**src/rtl/rcf_pkg.sv**
```systemverilog
// Package: shared widths and flag bit positions for the reset cause register.
// Assumes software decodes the flag bits at the positions given here.
package rcf_pkg;
    localparam int REG_W     = 8;
    localparam int NUM_FLAGS = 4;
    localparam int BIT_POR   = 0;
    localparam int BIT_EXT   = 1;
    localparam int BIT_BOD   = 2;
    localparam int BIT_WDT   = 3;
    typedef logic [NUM_FLAGS-1:0] flag_vec_t;
endpackage

```
**src/rtl/rcf_flag_cell.sv**
```systemverilog
// Module: one sticky reset-cause flag.
// Priority: hardware clear, then set event, then software write-zero, else hold.
// Assumes set_i and hw_clr_i are single-cycle pulses synchronous to clk.
module rcf_flag_cell (
    input  logic clk,
    input  logic rst_n,
    input  logic set_i,
    input  logic hw_clr_i,
    input  logic wr_i,
    input  logic wbit_i,
    output logic q_o
);
    logic sw_clr;

    // Software clears the flag by writing a zero to its bit.
    always_comb sw_clr = wr_i && !wbit_i;

    // Flag state update with fixed priority.
    always_ff @(posedge clk) begin
        if (!rst_n)        q_o <= 1'b0;
        else if (hw_clr_i) q_o <= 1'b0;
        else if (set_i)    q_o <= 1'b1;
        else if (sw_clr)   q_o <= 1'b0;
    end

    // an event wins over a software clear
    p_set_wins_r8: assert property (@(posedge clk) disable iff (!rst_n)
        (set_i && !hw_clr_i) |=> q_o);
    // hardware clear empties the flag
    p_hw_clear_r5: assert property (@(posedge clk) disable iff (!rst_n)
        hw_clr_i |=> !q_o);
    // write of zero with no competing set clears
    p_sw_clear_r7: assert property (@(posedge clk) disable iff (!rst_n)
        (wr_i && !wbit_i && !set_i && !hw_clr_i) |=> !q_o);
    // no trigger means the flag holds
    p_hold_r7: assert property (@(posedge clk) disable iff (!rst_n)
        (!set_i && !hw_clr_i && !(wr_i && !wbit_i)) |=> $stable(q_o));
endmodule

```
**src/rtl/rcf_bus_decode.sv**
```systemverilog
// Module: address decode and read mux for the flag register.
// Assumes a single register at REG_ADDR. Reads are combinational and return zero elsewhere.
module rcf_bus_decode
    import rcf_pkg::*;
#(
    parameter int          ADDR_W   = 6,
    parameter logic [ADDR_W-1:0] REG_ADDR = 6'h15
) (
    input  logic              clk,
    input  logic              rst_n,
    input  logic [ADDR_W-1:0] addr_i,
    input  logic              we_i,
    input  logic [REG_W-1:0]  wdata_i,
    input  flag_vec_t         flags_i,
    output logic              wr_hit_o,
    output flag_vec_t         wbits_o,
    output logic [REG_W-1:0]  rdata_o
);
    logic sel;

    // Address match for this register.
    always_comb sel = (addr_i == REG_ADDR);

    // Write strobe and write bits routed to the flag cells.
    always_comb begin
        wr_hit_o = sel && we_i;
        wbits_o  = wdata_i[NUM_FLAGS-1:0];
    end

    // Read mux, reserved bits tied low.
    always_comb begin
        rdata_o = '0;
        if (sel) rdata_o[NUM_FLAGS-1:0] = flags_i;
    end

    // writing ones to reserved bits never shows up on the read port
    p_rsvd_write_r2: assert property (@(posedge clk) disable iff (!rst_n)
        (wr_hit_o && (wdata_i[REG_W-1:NUM_FLAGS] != '0)) |=> (rdata_o[REG_W-1:NUM_FLAGS] == '0));
    // unselected address reads zero
    p_unsel_zero_r10: assert property (@(posedge clk) disable iff (!rst_n)
        !sel |-> (rdata_o == '0));
endmodule

```
**src/rtl/reset_cause_flags.sv**
```systemverilog
// Module: reset cause flag register top.
// Captures the four reset event pulses into sticky flags. A power-on event
// clears all other flags. Software clears flags by writing zero.
// Assumes event pulses are already synchronous to clk. Synchronous active-low reset.
module reset_cause_flags
    import rcf_pkg::*;
#(
    parameter int                ADDR_W   = 6,
    parameter logic [ADDR_W-1:0] REG_ADDR = 6'h15
) (
    input  logic              clk,
    input  logic              rst_n,
    input  logic              evt_por,
    input  logic              evt_ext,
    input  logic              evt_bod,
    input  logic              evt_wdt,
    input  logic [ADDR_W-1:0] bus_addr,
    input  logic              bus_we,
    input  logic [REG_W-1:0]  bus_wdata,
    output logic [REG_W-1:0]  bus_rdata
);
    flag_vec_t evt_vec;
    flag_vec_t flags;
    flag_vec_t wbits;
    logic      wr_hit;

    // Gather the event pulses by flag bit position.
    always_comb begin
        evt_vec          = '0;
        evt_vec[BIT_POR] = evt_por;
        evt_vec[BIT_EXT] = evt_ext;
        evt_vec[BIT_BOD] = evt_bod;
        evt_vec[BIT_WDT] = evt_wdt;
    end

    rcf_bus_decode #(.ADDR_W(ADDR_W), .REG_ADDR(REG_ADDR)) u_dec (
        .clk      (clk),
        .rst_n    (rst_n),
        .addr_i   (bus_addr),
        .we_i     (bus_we),
        .wdata_i  (bus_wdata),
        .flags_i  (flags),
        .wr_hit_o (wr_hit),
        .wbits_o  (wbits),
        .rdata_o  (bus_rdata)
    );

    // One cell per flag. The power-on flag has no hardware clear.
    for (genvar i = 0; i < NUM_FLAGS; i++) begin : g_flag
        logic hw_clr;
        if (i == BIT_POR) begin : g_por
            always_comb hw_clr = 1'b0;
        end else begin : g_other
            always_comb hw_clr = evt_por;
        end
        rcf_flag_cell u_cell (
            .clk      (clk),
            .rst_n    (rst_n),
            .set_i    (evt_vec[i]),
            .hw_clr_i (hw_clr),
            .wr_i     (wr_hit),
            .wbit_i   (wbits[i]),
            .q_o      (flags[i])
        );
    end

    // the power-on flag only falls after a matching write of zero
    p_por_sticky_r6: assert property (@(posedge clk) disable iff (!rst_n)
        $fell(flags[BIT_POR]) |-> $past(wr_hit && !bus_wdata[BIT_POR]));
    // a power-on event yields exactly the power-on flag
    p_por_result_r5: assert property (@(posedge clk) disable iff (!rst_n)
        evt_por |=> (flags == flag_vec_t'(1) << BIT_POR));
endmodule

```
**config.mk**
```make
export PLATFORM = sky130hd
export DESIGN_NAME = reset_cause_flags
export DESIGN_NICKNAME = d
export VERILOG_FILES = /design/src/rtl/rcf_pkg.sv /design/src/rtl/rcf_flag_cell.sv /design/src/rtl/rcf_bus_decode.sv /design/src/rtl/reset_cause_flags.sv
export SDC_FILE = /design/constraint.sdc
export NUM_CORES = 1
export LEC_CHECK = 0
export BUFFER_PORTS_ARGS = -buffer_cell sky130_fd_sc_hd__buf_2
export CAP_MARGIN = 25
export CELL_PAD_IN_SITES_DETAIL_PLACEMENT = 1
export CELL_PAD_IN_SITES_GLOBAL_PLACEMENT = 1
export CORE_AREA = 2 2 39 41
export CTS_BUF_LIST = sky130_fd_sc_hd__clkbuf_4 sky130_fd_sc_hd__clkbuf_8 sky130_fd_sc_hd__clkbuf_16
export CTS_CLUSTER_SIZE = 12
export DETAILED_ROUTE_END_ITERATION = 12
export DIE_AREA = 0 0 41 43
export PLACE_DENSITY = 0.8
export RECOVER_POWER = 100
export SYNTH_ARGS = -nofsm -noshare
export SYNTH_HDL_FRONTEND = slang
export SYNTH_SLANG_ARGS = --single-unit
```
**constraint.sdc**
```tcl
create_clock -name clk -period 1 [get_ports clk]
set_input_delay 0.1 -clock clk [delete_from_list [all_inputs] [get_ports clk]]
set_output_delay 0.1 -clock clk [all_outputs]
set_load 0.02 [all_outputs]
```
# Word level (Yosys, flattened, before mapping)
# Cells that the tools add are included.
# Widths: inputs -> output; s select.
[classes] n_eq_ne=1 reduce_logical=14 n_mux=9 bitwise=1
[ops] cell="$mux 1" n=8
[ops] cell="$reduce_bool 2->1" n=4
[ops] cell="$eq 6x5->1 const B" n=1
[ops] cell="$logic_and 1x1->1" n=5
[ops] cell="$logic_not 1->1" n=4
[ops] cell="$mux 4" n=1
[ops] cell="$reduce_or 2->1" n=1
[ops] cell="$not 1->1" n=1
[word_totals] register_bits=4 output_inout_bits=8

# Logic depth before layout (Yosys ltp)
# Gate-level depths: netlist of the first run.
[depth] word_depth=5 depth_mapped=3 mapped_depth_nobuf=3

# Modules after synthesis
# From an unflattened synthesis of the first run, not the netlist that was laid out.
[unflattened] hier_cells=37 area_unflattened_um2=336.6
[modules_own_cells] module="rcf_flag_cell" instances=4 seq_area_each_um2=20.0 area_per_inst_um2=46.3 cells_each=4
[modules_own_cells] module="rcf_bus_decode" instances=1 seq_area_each_um2=0.0 area_per_inst_um2=147.6 cells_each=20
[modules_own_cells] module="reset_cause_flags" instances=1 seq_area_each_um2=0.0 area_per_inst_um2=3.8 cells_each=1

# Least setup slack after synthesis of the first run
# Ideal clock, no wire load.
[synth_timing] kind="input-to-output" start="input bus_addr[5]" end="output bus_rdata[0]" arrival_ns=0.778 setup_slack_ns=0.122 cell_stages=3 n_path_buf=0 path_cell_list="nand4bb_4 -> nor3b_2 -> and2_1"
[synth_between] elab_chain_cells=2
[synth_rtl] item="start: declaration" line_no="reset_cause_flags.sv:17" text="input logic [ADDR_W-1:0] bus_addr,"
[synth_rtl] item="$eq 6x5->1" line_no="rcf_bus_decode.sv:22" text="always_comb sel = (addr_i == REG_ADDR);"
[synth_rtl] item="$mux 4" line_no="rcf_bus_decode.sv:33" text="if (sel) rdata_o[NUM_FLAGS-1:0] = flags_i;"
[synth_rtl] item="end: declaration" line_no="reset_cause_flags.sv:20" text="output logic [REG_W-1:0] bus_rdata"
# No other way between the ends.

# Final worst setup path of the first run
[layout_timing] start="input bus_addr[5]" end="output bus_rdata[1]"
# Same word-level chain as after synthesis.

==> run_summary.xml, run 1 <==
<?xml version="1.0" encoding="UTF-8"?>
<metrics>
  <group name="outcome">
    <metric name="result_of_the_run" unit="">complete, but fails checks</metric>
    <metric name="failing_checks" unit="">negative setup slack</metric>
  </group>
  <group name="pwr">
    <metric name="power" unit="W">0.000448</metric>
    <metric name="power_density" unit="mW/mm²">1080</metric>
    <metric name="ir_worst_vdd" unit="µV">860</metric>
    <metric name="leakage" unit="nW">0.198</metric>
    <metric name="power.share.sequential" unit="%">38.5</metric>
    <metric name="switchingPower" unit="W">0.000104</metric>
    <metric name="internal-power" unit="W">0.000343</metric>
    <metric name="share_clk_of_total_power" unit="%">43.9</metric>
    <metric name="sw_frac_of_total" unit="%">23.3</metric>
    <metric name="p_comb_share" unit="%">17.6</metric>
  </group>
  <group name="clocking">
    <metric name="root_buffer" unit="">sky130_fd_sc_hd__clkbuf_4</metric>
    <metric name="cts_tree" unit="">done</metric>
    <metric name="cts.reportedPaths.clkPinSlew" unit="ps">40</metric>
    <metric name="worst_skew_pair.late_latency" unit="ps">230</metric>
    <metric name="cts_setup_buffers" unit="">0</metric>
    <metric name="holdBufCountCts" unit="">0</metric>
    <metric name="cts-root-to-sink-buffers" unit="">2</metric>
    <metric name="cts_num_sinks" unit="">4</metric>
    <metric name="cts_buffers" unit="">3</metric>
    <metric name="cts_htree_levels" unit="">1</metric>
  </group>
  <group name="setup_path">
    <metric name="path_class" unit="">in2out</metric>
    <metric name="highest_delay_cell_along_the_critical_path" unit="">sky130_fd_sc_hd__nor3b_4</metric>
    <metric name="critical_path_cell_count" unit="">5</metric>
    <metric name="setup.worst_path.end_class" unit="">output port</metric>
    <metric name="crit-reg2reg-capture" unit="">g_flag[2].u_cell.q_o$_SDFFE_PP0P_</metric>
    <metric name="r2r_start" unit="">g_flag[2].u_cell.q_o$_SDFFE_PP0P_</metric>
    <metric name="timing.critical_path.cells" unit="">buf_6, nand4bb_4, nor3b_4, and2_1, buf_6</metric>
    <metric name="r2r_setup_slack" unit="ps">370</metric>
    <metric name="capturing_element_of_the_worst_setup_path" unit="">bus_rdata[1]</metric>
    <metric name="worst_path_dominant_cell_family" unit="">simple AND/OR/NAND/NOR gates</metric>
    <metric name="critical_path.most_common_cell" unit="">sky130_fd_sc_hd__buf_6</metric>
    <metric name="cp_data_required_time" unit="ps">900</metric>
    <metric name="cp.buffers_inverters" unit="">2</metric>
    <metric name="max_stage_delay" unit="ps">240</metric>
    <metric name="startpoint" unit="">bus_addr[5]</metric>
    <metric name="path_max_fanout" unit="">4</metric>
    <metric name="worst-endpoint-arrival" unit="ps">940</metric>
    <metric name="ff2ff_path_depth" unit="">2</metric>
    <metric name="critical_path.startpoint_type" unit="">input pin</metric>
  </group>
  <group name="routing">
    <metric name="route.antenna.remaining_nets" unit="">0</metric>
    <metric name="routed_vias_inst" unit="">4.16</metric>
    <metric name="route.detailed.drc" unit="">0</metric>
    <metric name="dr_total_vias" unit="">283</metric>
    <metric name="routed_wl" unit="µm">644</metric>
    <metric name="detailedRoute.firstPassIterationCount" unit="">1</metric>
    <metric name="detail_route.iter0.violations" unit="">0</metric>
    <metric name="drt-wirelength-per-cell" unit="µm">9.47</metric>
  </group>
  <group name="place">
    <metric name="port_buffers" unit="">20</metric>
    <metric name="detailedPlacementHpwl" unit="µm">543</metric>
    <metric name="post-place-ws" unit="ps">-120</metric>
    <metric name="place.detailed.instances" unit="">65</metric>
    <metric name="globalplace.congestion" unit="">0.587</metric>
    <metric name="placedInstanceArea" unit="µm²">353</metric>
  </group>
  <group name="final_layout">
    <metric name="max_flop_register" unit="">g_flag.u_cell.q_o</metric>
    <metric name="n_antenna_cell" unit="">0</metric>
    <metric name="synthToLayoutAreaGrowth" unit="%">64.2</metric>
    <metric name="layout_commonest_cell" unit="">sky130_fd_sc_hd__buf_2</metric>
    <metric name="finish.instance_area" unit="µm²">413</metric>
    <metric name="layout.cells.most_common_list" unit="">sky130_fd_sc_hd__buf_2, sky130_fd_sc_hd__nor2_1, sky130_fd_sc_hd__buf_6</metric>
    <metric name="num-nets-final" unit="">75</metric>
    <metric name="largest_registers" unit="">g_flag.u_cell.q_o x4</metric>
    <metric name="fraction_of_final_layout_cells_with_drive_strength_greater_than_1" unit="%">48.1</metric>
    <metric name="largest_reg_flops" unit="">4</metric>
    <metric name="instances_no_fill" unit="">68</metric>
  </group>
  <group name="hold_path">
    <metric name="min-delay-start" unit="">rst_n</metric>
    <metric name="holdCritPathClass" unit="">in2reg</metric>
  </group>
  <group name="floorplan">
    <metric name="core_area" unit="mm²">0.00138</metric>
    <metric name="start_util" unit="%">18.2</metric>
    <metric name="number_of_top_level_pins" unit="">29</metric>
    <metric name="dieHeight" unit="µm">43</metric>
    <metric name="row_count" unit="">14</metric>
    <metric name="floorplan.die.width" unit="µm">41</metric>
    <metric name="die_area" unit="mm²">0.00176</metric>
  </group>
  <group name="timing">
    <metric name="slew_violations" unit="">0</metric>
    <metric name="final_hold_viol_count" unit="">0</metric>
    <metric name="fmax" unit="GHz">0.959</metric>
    <metric name="setup_total_negative_slack" unit="ps">-163</metric>
    <metric name="clock-skew-final" unit="ps">0</metric>
    <metric name="period_share" unit="%">104</metric>
    <metric name="timing.final.setup_violations" unit="">4</metric>
    <metric name="post-route-min-period" unit="ps">1040</metric>
    <metric name="postLayoutSetupSlackWorst" unit="ps">-42.3</metric>
    <metric name="grt_setup_unrepaired" unit="">yes</metric>
  </group>
  <group name="yosys">
    <metric name="ys_warn_count" unit="">0</metric>
    <metric name="syn-mean-instance-area" unit="µm²">8.38</metric>
    <metric name="syn_area" unit="µm²">251</metric>
    <metric name="syn_inst_count" unit="">30</metric>
    <metric name="yosys.cell_types.count" unit="">11</metric>
    <metric name="synth.yosys.seq_area_share" unit="%">31.8</metric>
    <metric name="postSynthRegisterBits" unit="">4</metric>
  </group>
  <group name="grt">
    <metric name="first_global_vias" unit="">268</metric>
    <metric name="globalRouteTotalUtil" unit="%">8.73</metric>
    <metric name="grt.overflow.total" unit="">0</metric>
    <metric name="grt_first_pass_wirelength" unit="µm">952</metric>
    <metric name="grt_start_max_net_pins" unit="">5</metric>
    <metric name="antenna_found_initial" unit="">0</metric>
  </group>
  <group name="job">
    <metric name="cap_viol_max_count" unit="">0</metric>
  </group>
</metrics>
## cells by family (layout without fill, tap and decap cells)
logic type | count (synthesis) | in the layout | share of synthesized area (%)
AOI/OAI and AO/OA | 8 | 8 | 15.9
buffers and inverters | 4 | 23 | 11.9
DFF | 4 | 4 | 31.8
other | 1 | 4 | 1.49
and+or+nand+nor | 13 | 13 | 38.8
## Yosys cell counts
cell | n | share of area, %
sky130_fd_sc_hd__a21oi_1 | 4 | 8.0
sky130_fd_sc_hd__and2_1 | 4 | 9.9
sky130_fd_sc_hd__buf_4 | 4 | 12
sky130_fd_sc_hd__conb_1 | 1 | 1.5
sky130_fd_sc_hd__dfxtp_1 | 4 | 32
sky130_fd_sc_hd__nand3b_1 | 1 | 3.0
sky130_fd_sc_hd__nand4bb_4 | 1 | 11
sky130_fd_sc_hd__nor2_1 | 5 | 7.5
sky130_fd_sc_hd__nor2b_1 | 1 | 2.5
sky130_fd_sc_hd__nor3b_2 | 1 | 5.0
sky130_fd_sc_hd__o21ai_0 | 4 | 8.0
## worst min path at each step
| stage | to | slack [ps] | depth (start not counted) |
|---|---|---|---|
| detailed placement | g_flag[0].u_cell.q_o$_SDFFE_PN0P_ | 360 | 3 |
| floorplan | g_flag[0].u_cell.q_o$_SDFFE_PN0P_ | 240 | 2 |
| finish | g_flag[0].u_cell.q_o$_SDFFE_PN0P_ | 120 | 3 |
| global route | g_flag[0].u_cell.q_o$_SDFFE_PN0P_ | 120 | 3 |
| CTS | g_flag[0].u_cell.q_o$_SDFFE_PN0P_ | 110 | 3 |
| global placement | g_flag[3].u_cell.q_o$_SDFFE_PP0P_ | 350 | 3 |
## routing by layer
metal	global-route usage, %	share of wire [%]
met2	15.6	59
met1	6.09	30
met4	2.00	0
met5	0	0
met3	7.85	10
## through the flow
step                      util (%)  hold slack (ps)
after CTS                     29.8              113
after floorplan                  -              238
final                         29.8              117
after detailed placement      25.5              362
after global routing          29.8              116
after global placement        25.5              353
## final cells by class
| type | instances | area (µm²) |
|---|---|---|
| clock buffer | 3 | 22.5 |
| tap | 16 | 20.0 |
| fill | 175 | 971 |
| multi-input combinational | 25 | 159 |
| sequential | 4 | 80.1 |
| timing repair buffer | 20 | 131 |
## worst min-delay path, delay by kind of cell
kind / cells / cell delay (ps)
compound gates: 2 / 100
buf+inv: 1 / 100
## power groups by stage
stage / registers [W] / logic [W] / clock network [W]
3_3_place_gp: 0.000175 / 0.0000710 / 0
2_1_floorplan: 0.000174 / 0.0000466 / 0
3_5_place_dp: 0.000175 / 0.0000739 / 0
5_1_grt: 0.000173 / 0.0000879 / 0.000226
6_report: 0.000172 / 0.0000787 / 0.000197
4_1_cts: 0.000172 / 0.0000795 / 0.000208
## repair_timing
item,CTS,global route
endpoints found under the setup margin,4,4
resized for setup,10,0
pin swaps,1,0
No activity file was read; power rests on OpenSTA's default activity.
==> run 2, diff against run 1 <==
Settings changed: BUFFER_PORTS_ARGS -buffer_cell sky130_fd_sc_hd__buf_2 to -buffer_cell sky130_fd_sc_hd__clkbuf_2, TNS_END_PERCENT from default to 5.
==> run 2 against run 1 <==
- the run still ends with negative setup slack left
- critical path type unchanged
- cell count unchanged
- hold slack gained 2.7 ps
- clock skew is the same
- die area unchanged
- sequential share of layout area shrank 0.17 points
- clock-buffer cell count did not move
- critical path depth stayed put
- register-to-register slack got worse by 20 ps
- final area increased by 0.91%
==> run_summary.xml, run 2 (synthesized netlist as in run 1, its figures left out) <==
<?xml version="1.0" encoding="UTF-8"?>
<metrics>
  <group name="outcome">
    <metric name="result_of_the_run" unit="">complete, but fails checks</metric>
    <metric name="failing_checks" unit="">negative setup slack</metric>
  </group>
  <group name="floorplan">
    <metric name="dieHeight" unit="µm">43</metric>
    <metric name="start_util" unit="%">18.2</metric>
    <metric name="die_area" unit="mm²">0.00176</metric>
    <metric name="core_area" unit="mm²">0.00138</metric>
    <metric name="number_of_top_level_pins" unit="">29</metric>
    <metric name="floorplan.die.width" unit="µm">41</metric>
    <metric name="row_count" unit="">14</metric>
  </group>
  <group name="pwr">
    <metric name="power" unit="W">0.000445</metric>
    <metric name="internal-power" unit="W">0.000343</metric>
    <metric name="switchingPower" unit="W">0.000102</metric>
    <metric name="power.share.sequential" unit="%">38.7</metric>
    <metric name="share_clk_of_total_power" unit="%">43.7</metric>
    <metric name="sw_frac_of_total" unit="%">22.9</metric>
    <metric name="p_comb_share" unit="%">17.6</metric>
    <metric name="power_density" unit="mW/mm²">1070</metric>
    <metric name="ir_worst_vdd" unit="µV">906</metric>
    <metric name="leakage" unit="nW">0.203</metric>
  </group>
  <group name="timing">
    <metric name="grt_setup_unrepaired" unit="">yes</metric>
    <metric name="final_hold_viol_count" unit="">0</metric>
    <metric name="post-route-min-period" unit="ps">1060</metric>
    <metric name="clock-skew-final" unit="ps">0</metric>
    <metric name="postLayoutSetupSlackWorst" unit="ps">-56.5</metric>
    <metric name="fmax" unit="GHz">0.946</metric>
    <metric name="period_share" unit="%">106</metric>
    <metric name="slew_violations" unit="">0</metric>
    <metric name="fin_hold_ws" unit="ps">120</metric>
    <metric name="timing.final.setup_violations" unit="">4</metric>
  </group>
  <group name="hold_path">
    <metric name="holdCritPathClass" unit="">in2reg</metric>
  </group>
  <group name="clocking">
    <metric name="cts_buffers" unit="">3</metric>
    <metric name="root_buffer" unit="">sky130_fd_sc_hd__clkbuf_4</metric>
    <metric name="cts_num_sinks" unit="">4</metric>
    <metric name="cts_tree" unit="">done</metric>
    <metric name="cts-root-to-sink-buffers" unit="">2</metric>
    <metric name="holdBufCountCts" unit="">0</metric>
    <metric name="cts.reportedPaths.clkPinSlew" unit="ps">40</metric>
    <metric name="cts_htree_levels" unit="">1</metric>
    <metric name="worst_skew_pair.late_latency" unit="ps">230</metric>
  </group>
  <group name="grt">
    <metric name="gr-max-usage-layer" unit="">met2</metric>
    <metric name="grtUsageMet1" unit="%">7.42</metric>
    <metric name="first_global_vias" unit="">266</metric>
    <metric name="globalRouteTotalUtil" unit="%">8.44</metric>
    <metric name="grt_first_pass_wirelength" unit="µm">952</metric>
    <metric name="met2_track_usage_gr" unit="%">14.4</metric>
    <metric name="globalRouteMet3Util" unit="%">7.85</metric>
    <metric name="grt_start_max_net_pins" unit="">5</metric>
    <metric name="grt.overflow.total" unit="">0</metric>
    <metric name="antenna_found_initial" unit="">0</metric>
  </group>
  <group name="final_layout">
    <metric name="largest_reg_flops" unit="">4</metric>
    <metric name="n_antenna_cell" unit="">0</metric>
    <metric name="fraction_of_final_layout_cells_with_drive_strength_greater_than_1" unit="%">48.1</metric>
    <metric name="synthToLayoutAreaGrowth" unit="%">65.7</metric>
    <metric name="layout_commonest_cell" unit="">sky130_fd_sc_hd__clkbuf_2</metric>
    <metric name="max_flop_register" unit="">g_flag.u_cell.q_o</metric>
    <metric name="layout.cells.most_common_list" unit="">sky130_fd_sc_hd__clkbuf_2, sky130_fd_sc_hd__nor2_1</metric>
    <metric name="largest_registers" unit="">g_flag.u_cell.q_o x4</metric>
    <metric name="num-nets-final" unit="">75</metric>
    <metric name="instances_no_fill" unit="">68</metric>
  </group>
  <group name="setup_path">
    <metric name="max_stage_delay" unit="ps">230</metric>
    <metric name="cp_data_required_time" unit="ps">900</metric>
    <metric name="worst-endpoint-arrival" unit="ps">960</metric>
    <metric name="path_class" unit="">in2out</metric>
    <metric name="r2r_setup_slack" unit="ps">350</metric>
    <metric name="setup.worst_path.end_class" unit="">output port</metric>
    <metric name="timing.critical_path.cells" unit="">buf_6, nand4bb_4, nor3b_4, and2_1, clkbuf_8</metric>
    <metric name="critical_path.startpoint_type" unit="">input pin</metric>
    <metric name="highest_delay_cell_along_the_critical_path" unit="">sky130_fd_sc_hd__nand4bb_4</metric>
    <metric name="path_max_fanout" unit="">4</metric>
  </group>
  <group name="place">
    <metric name="detailedPlacementHpwl" unit="µm">560</metric>
    <metric name="globalplace.congestion" unit="">0.605</metric>
    <metric name="port_buffers" unit="">20</metric>
    <metric name="place.detailed.instances" unit="">65</metric>
  </group>
  <group name="routing">
    <metric name="detail_route.iter0.violations" unit="">0</metric>
    <metric name="detailedRoute.firstPassIterationCount" unit="">1</metric>
    <metric name="route.antenna.remaining_nets" unit="">0</metric>
    <metric name="drt-wirelength-per-cell" unit="µm">9.26</metric>
    <metric name="dr_total_vias" unit="">272</metric>
    <metric name="route.detailed.drc" unit="">0</metric>
    <metric name="routed_vias_inst" unit="">4.00</metric>
    <metric name="routed_wl" unit="µm">630</metric>
  </group>
  <group name="job">
    <metric name="cap_viol_max_count" unit="">0</metric>
  </group>
</metrics>
## run 2: changes by cell type in the layout (fill, tap and decap cells not counted)
cell | before | now
sky130_fd_sc_hd__buf_2 | 15 | 0
sky130_fd_sc_hd__clkbuf_2 | 0 | 15
sky130_fd_sc_hd__buf_6 | 5 | 1
sky130_fd_sc_hd__clkbuf_8 | 0 | 3
sky130_fd_sc_hd__buf_4 | 0 | 1
## run 2: worst paths after layout
kind,start,to,cells after the start
max,bus_addr[3],bus_rdata[3],5
min,rst_n,g_flag[0].u_cell.q_o$_SDFFE_PN0P_,3
max reg2reg,g_flag[0].u_cell.q_o$_SDFFE_PN0P_,g_flag[0].u_cell.q_o$_SDFFE_PN0P_,2
min reg2reg,g_flag[2].u_cell.q_o$_SDFFE_PP0P_,g_flag[2].u_cell.q_o$_SDFFE_PP0P_,2
## run 2: area by class of cell
cell class / instances / area (µm²)
well taps: 16 / 20.0
repair buffers: 20 / 135
multi-input cells: 25 / 159
flip-flops and latches: 4 / 80.1
clock buffers: 3 / 22.5
fillers: 177 / 967
## run 2: layer usage
layer	routed length, µm	up-vias	part of all wire [%]
li1	-	139	-
met1	204	116	32
met3	87	0	14
met4	0	0	0
met5	0	-	0
met2	337	17	53
## run 2: through the flow
| step | setup TNS, ps | utilization (%) | area (µm²) | worst slack, ps |
|---|---|---|---|---|
| 4_1_cts | -267 | 29.7 | 410 | -69.9 |
| 2_1_floorplan | 0 | - | 263 | 122 |
| 5_1_grt | -378 | 30.1 | 417 | -101 |
| 3_3_place_gp | -403 | 25.5 | 353 | -104 |
| 3_5_place_dp | -464 | 25.5 | 353 | -119 |
| 6_report | -197 | 30.1 | 417 | -56.5 |
## run 2: timing repair
action,in CTS,in global routing
pin swaps,5,0
resized for setup,8,2
setup buffers,0,0
endpoints found under the hold margin,0,0
endpoints found under the setup margin,4,4
## run 2: worst max-delay path, delay by kind of cell
| family | cells | cell delay (ps) |
|---|---|---|
| buffers and inverters | 2 | 230 |
| and+or+nand+nor | 3 | 630 |
## run 2: power by group through the flow
| stage | sequential, W | clock (W) | combinational [W] |
|---|---|---|---|
| after floorplan | 0.000174 | 0 | 0.0000466 |
| after CTS | 0.000173 | 0.000202 | 0.0000774 |
| final | 0.000173 | 0.000194 | 0.0000784 |
| after detailed placement | 0.000175 | 0 | 0.0000743 |
| after global routing | 0.000173 | 0.000223 | 0.0000877 |
| after global placement | 0.000175 | 0 | 0.0000712 |
